## src/rtl/tdm_fsync_gen.sv

```systemverilog
module tdm_fsync_gen #(
  parameter int SLOT_BITS   = 32,
  parameter int SYNC_STAGES = 2
) (
  input  logic       clk,
  input  logic       rst_n,
  input  logic       cfg_ext,
  input  logic       cfg_share,
  input  logic       cfg_pol,
  input  logic       cfg_wide,
  input  logic [8:0] cfg_slots,
  input  logic [1:0] cfg_dly,
  input  logic       burst_req,
  input  logic       peer_mark,
  input  logic       fs_pin_in,
  output logic       fs_out,
  output logic       fs_oe,
  output logic       frame_mark,
  output logic       frame_start,
  output logic [8:0] slot_idx,
  output logic       cfg_err
);

  localparam int            BW       = (SLOT_BITS > 2) ? $clog2(SLOT_BITS) : 1;
  localparam logic [BW-1:0] LAST_BIT = BW'(SLOT_BITS - 1);

  logic                   active_q;
  logic                   req_pend_q;
  logic [BW-1:0]          bit_q;
  logic [8:0]             slot_q;
  logic [SYNC_STAGES-1:0] sync_q;
  logic                   prev_q;
  logic                   d1_q, d2_q;

  logic       mode_burst, slots_ok, follow;
  logic [8:0] n_eff;
  logic       last_bit, last_slot, frame_end;
  logic       want, pin_evt, ext_evt, start;
  logic       fs_lvl;

  assign mode_burst = (cfg_slots == 9'd0);
  assign slots_ok   = mode_burst || (cfg_slots >= 9'd2 && cfg_slots <= 9'd32) || (cfg_slots == 9'd384);
  assign cfg_err    = !slots_ok || (cfg_dly == 2'd3);
  assign follow     = cfg_share || cfg_ext;
  assign n_eff      = mode_burst ? 9'd1 : cfg_slots;

  assign last_bit   = (bit_q == LAST_BIT);
  assign last_slot  = (slot_q >= n_eff - 9'd1);
  assign frame_end  = active_q && last_bit && last_slot;
  assign want       = req_pend_q || burst_req;

  assign pin_evt = cfg_pol ? (prev_q & ~sync_q[SYNC_STAGES-1])
                           : (~prev_q & sync_q[SYNC_STAGES-1]);
  assign ext_evt = cfg_share ? peer_mark : pin_evt;

  always_comb begin
    if (follow)          start = ext_evt;
    else if (mode_burst) start = (!active_q || frame_end) && want;
    else                 start = !active_q || frame_end;
  end

  always_ff @(posedge clk or negedge rst_n) begin
    if (!rst_n) begin
      sync_q <= '0;
      prev_q <= 1'b0;
    end else begin
      sync_q[0] <= fs_pin_in;
      for (int i = 1; i < SYNC_STAGES; i++) sync_q[i] <= sync_q[i-1];
      prev_q <= sync_q[SYNC_STAGES-1];
    end
  end

  always_ff @(posedge clk or negedge rst_n) begin
    if (!rst_n) begin
      active_q <= 1'b0;
      bit_q    <= '0;
      slot_q   <= '0;
    end else if (cfg_err) begin
      active_q <= 1'b0;
      bit_q    <= '0;
      slot_q   <= '0;
    end else if (start) begin
      active_q <= 1'b1;
      bit_q    <= '0;
      slot_q   <= '0;
    end else if (active_q) begin
      if (frame_end) begin
        active_q <= 1'b0;
        bit_q    <= '0;
        slot_q   <= '0;
      end else if (last_bit) begin
        bit_q  <= '0;
        slot_q <= slot_q + 9'd1;
      end else begin
        bit_q <= bit_q + BW'(1);
      end
    end
  end

  always_ff @(posedge clk or negedge rst_n) begin
    if (!rst_n)                       req_pend_q <= 1'b0;
    else if (cfg_err || follow || !mode_burst) req_pend_q <= 1'b0;
    else if (start)                   req_pend_q <= req_pend_q & burst_req;
    else                              req_pend_q <= req_pend_q | burst_req;
  end

  assign frame_mark = active_q && (bit_q == '0) && (slot_q == 9'd0);

  always_ff @(posedge clk or negedge rst_n) begin
    if (!rst_n) begin
      d1_q <= 1'b0;
      d2_q <= 1'b0;
    end else begin
      d1_q <= frame_mark;
      d2_q <= d1_q;
    end
  end

  always_comb begin
    case (cfg_dly)
      2'd0:    frame_start = frame_mark;
      2'd1:    frame_start = d1_q;
      2'd2:    frame_start = d2_q;
      default: frame_start = 1'b0;
    endcase
  end

  assign slot_idx = slot_q;
  assign fs_oe    = !follow;
  assign fs_lvl   = fs_oe && active_q && (slot_q == 9'd0) && (cfg_wide || bit_q == '0);
  assign fs_out   = fs_lvl ^ cfg_pol;

  p_err_quiet_r9: assert property (@(posedge clk) disable iff (!rst_n)
    cfg_err |=> !frame_mark);

  p_narrow_sync_r3: assert property (@(posedge clk) disable iff (!rst_n)
    fs_oe && !cfg_wide && (fs_out != cfg_pol)
    |=> (fs_out == cfg_pol) || cfg_wide || !fs_oe || !$stable(cfg_pol));

  p_start_delay_r5: assert property (@(posedge clk) disable iff (!rst_n)
    frame_mark && (cfg_dly == 2'd1) |=> frame_start || (cfg_dly != 2'd1));

  p_burst_needs_req_r6: assert property (@(posedge clk) disable iff (!rst_n)
    frame_mark && $past(mode_burst && !follow && !cfg_err) |-> $past(req_pend_q || burst_req));

endmodule

```

## config.mk

```make
export PLATFORM = sky130hd
export DESIGN_NAME = tdm_fsync_gen
export DESIGN_NICKNAME = d
export VERILOG_FILES = /design/src/rtl/tdm_fsync_gen.sv
export SDC_FILE = /design/constraint.sdc
export NUM_CORES = 1
export LEC_CHECK = 0
export ABC_AREA = 0
export BUFFER_PORTS_ARGS = -buffer_cell sky130_fd_sc_hd__buf_4
export CAP_MARGIN = 25
export CORE_MARGIN = 2
export CORE_UTILIZATION = 40
export CTS_BUF_LIST = sky130_fd_sc_hd__clkbuf_2 sky130_fd_sc_hd__clkbuf_4 sky130_fd_sc_hd__clkbuf_8
export CTS_CLUSTER_SIZE = 40
export DETAILED_ROUTE_END_ITERATION = 10
export REMOVE_ABC_BUFFERS = 1
export SLEW_MARGIN = 30
export SYNTH_ARGS = -nofsm -noshare
export SYNTH_HDL_FRONTEND = slang
export SYNTH_SLANG_ARGS = --single-unit
export TNS_END_PERCENT = 30
```

## constraint.sdc

```tcl
create_clock -name clk -period 2.42 [get_ports clk]
set_clock_uncertainty 0.15 [all_clocks]
set_input_delay 0.121 -clock clk [delete_from_list [all_inputs] [get_ports clk]]
set_output_delay 0.121 -clock clk [all_outputs]
set_load 0.02 [all_outputs]
```

==> flow_summary.toml <==
[global_route]
grt_start_max_net_pins = 22
first_global_vias = 1655
overflow = 0
grt_pass1_wl_mm = 7.245
grt_usage_pct = 20.71
grt_antenna_before_repair = 0

[yosys]
ys.flop_type = "dfrtp_1"
async_flop_share_pct = 100.0
synth_cell_types = 43
netlist_instances = 189
ys_ff_latch = 21
synthesis.area_sq_um = 1633
synth_edf_count = 0
synthTopCellsByArea = "dfrtp_1 32%, ha_1 11%, nand2_1 4.1%"
yosysWarnings = 0
ys_seq_area_share_pct = 32.18
synth_top_area_cell = "dfrtp_1"
synth.avg_cell_area_sq_um = 8.639
yosysTopAreaCellShare_pct = 32.18

[worst_hold_path]
whs_endpoint = "req_pend_q"
hp-class = "in -> reg"
hold_start = "cfg_dly[1]"
min_path_cells = 4

[floorplan]
die_y_microns = 67.89
core-area_sq_um = 3971
dieArea_sq_um = 4609
chipWidth_microns = 67.89
pin_count = 34
num_rows = 23
initial_core_util_pct = 41.12

[setup_path]
r2r_start = "slot_idx[1]"
cp-end-kind = "register"
reg2reg_depth = 7
cp-start-kind = "primary input"
path_max_fanout = 4
crit_type = "in -> reg"
r2r-end = "slot_idx[8]"
cp.arrival_ps = 2520
required_ps = 2430
regToRegSetupSlack_ps = 280

[sta]
fin_crit_sh_pct = 104.0
clock.fmax_mhz = 397.3
slew-limit-headroom_pct = 69.96
grt_setup_unrepaired = "true"
drv_slew = 0
final_hold_viol_count = 0
worst_slew_pin_slew_ps = 450.6
fin_tns_setup_ps = -455.6
setup_ws_ps = -96.72
hold_ws_ps = 46.63
setup_viol = 8
fin_crit_ps = 2517

[clock_tree]
cts_buffers = 3
root_buffer = "clkbuf_8"
cts_max_level = 1
clkLatencyLatePin_ps = 260
clock_path_buffers = 2
path_clk_slew_ps = 80
cts_tree = "built"
clock_sinks = 21

[outcome]
status = "complete, but fails checks"
violations = "setup timing"

[drt]
firstDrtPassIters = 4
drt_iter0_drc = 47
vias_per_cell = 5.485
wirelength_mm = 4.535
wire_per_inst_microns = 14.87
num_vias = 1673
remaining_drc_errors = 0
ant_nets = 0

[flow_run]
drv_cap = 0

[placed_design]
portBuffers = 33
gp_routability_congestion = 0.7511
placed_cells = 289
place_area_sq_um = 2082
dp_slack_ps = -663.6
hpwlAfterDp_mm = 3.343

[layout]
stdcell_area_sq_um = 2416
layout.nets = 291
stdcell_count = 305
area_growth_syn_to_layout_pct = 47.97
multi_input_area_sq_um = 1192
fillers = 354
seqCellArea_sq_um = 525.5
final_common_cell = "buf_4"
drive_gt1_share_pct = 38.43
fin_util_pct = 60.84
n_antenna_cell = 0
final_cell_mix = "53 x buf_4, 21 x dfrtp_1, 18 x nand2_1"

[pwr]
power_mw = 0.7524
ir_drop_v = 0.0002282
leakage_nw = 1.095
power.density_nw_per_um2 = 311.4
[Yosys cell counts (2+ instances only)]
cell and n:
nand2b_1 2, nor2b_1 3, ha_1 15, a21o_1 2
nand2_1 18, nor3_1 9, o22ai_1 3, buf_2 3
nand4_1 5, o221ai_1 4, and3_1 2, a31oi_1 3
or2_2 2, nand3b_1 3, a41o_1 2, dfrtp_1 21
xor2_1 2, inv_1 16, nand3_1 5, mux2i_1 5
and4_1 2, nor2_1 17, o21ai_0 6, xnor2_1 6
or3_1 8, a21oi_1 8
[what timing repair did]
action | in CTS | in global routing
buffers inserted | 8 | 0
cloned | 1 | 0
pin swaps | 26 | 18
gates resized for setup | 29 | 14
hold buffers | 3 | 0
hold endpoints to repair | 23 | 0
setup endpoints to repair | 12 | 13
[worst max-delay path by stage]
stage                 startpoint          end  slack, ps  cells after the start
floorplan           cfg_slots[1]  slot_idx[5]       -320                     14
global placement    cfg_slots[8]  slot_idx[2]       -540                     14
detailed placement  cfg_slots[8]  slot_idx[7]       -660                     15
CTS                 cfg_slots[0]  slot_idx[8]        -90                     15
global route        cfg_slots[1]  slot_idx[2]       -230                     16
finish              cfg_slots[8]  slot_idx[8]       -100                     15
[critical path, cell delays in order]
cell and delay [ps]:
buf_6 100, nor3_4 190, and3_4 220, nor2_4 40, ha_4 150, nand3b_1 120, nor3_2 60, xnor2_1 120
ha_1 330, nand4_1 160, nor2_1 180, o2bb2ai_2 190, nand4b_4 220, nor2_2 50, a211o_1 260
[logic make-up after synthesis]
kind of cell	share of synthesized area, %
xor gates and xnor gates	4.291
adders and majority gates	11.49
DFF	32.18
muxes	3.065
AOI/OAI and AO/OA	15.86
and+or+nand+nor	28.28
buffers and inverters	4.827
[power breakdown]
part	internal (mW)	switching (mW)
sequential	0.354	0.00237
combinational	0.0818	0.0788
clock	0.115	0.120
total	0.551	0.201
[state kept, by name, indices dropped and copies added (netlist names)]
register and count:
req_pend_q 1, d1_q 1, prev_q 1, bit_q 5, active_q 1, slot_idx 9, sync_q 2, d2_q 1
[cell type report]
cell class / count / share of cell area, %
inverters: 16 / 2.486
well taps: 50 / 2.589
clock inverters: 1 / 0.2071
flip-flops and latches: 21 / 21.75
clock buffers: 3 / 1.709
repair buffers: 65 / 21.91
multi-input cells: 149 / 49.35
[per-layer routing]
metal	global-route usage, %	up-vias	part of all wire [%]
met5	0	-	0
met4	4.500	0	1.5
met3	2.632	10	3.6
met2	37.87	31	51
met1	26.01	812	44
li1	-	820	-
Note: power is estimated with default switching activity, not from simulation.
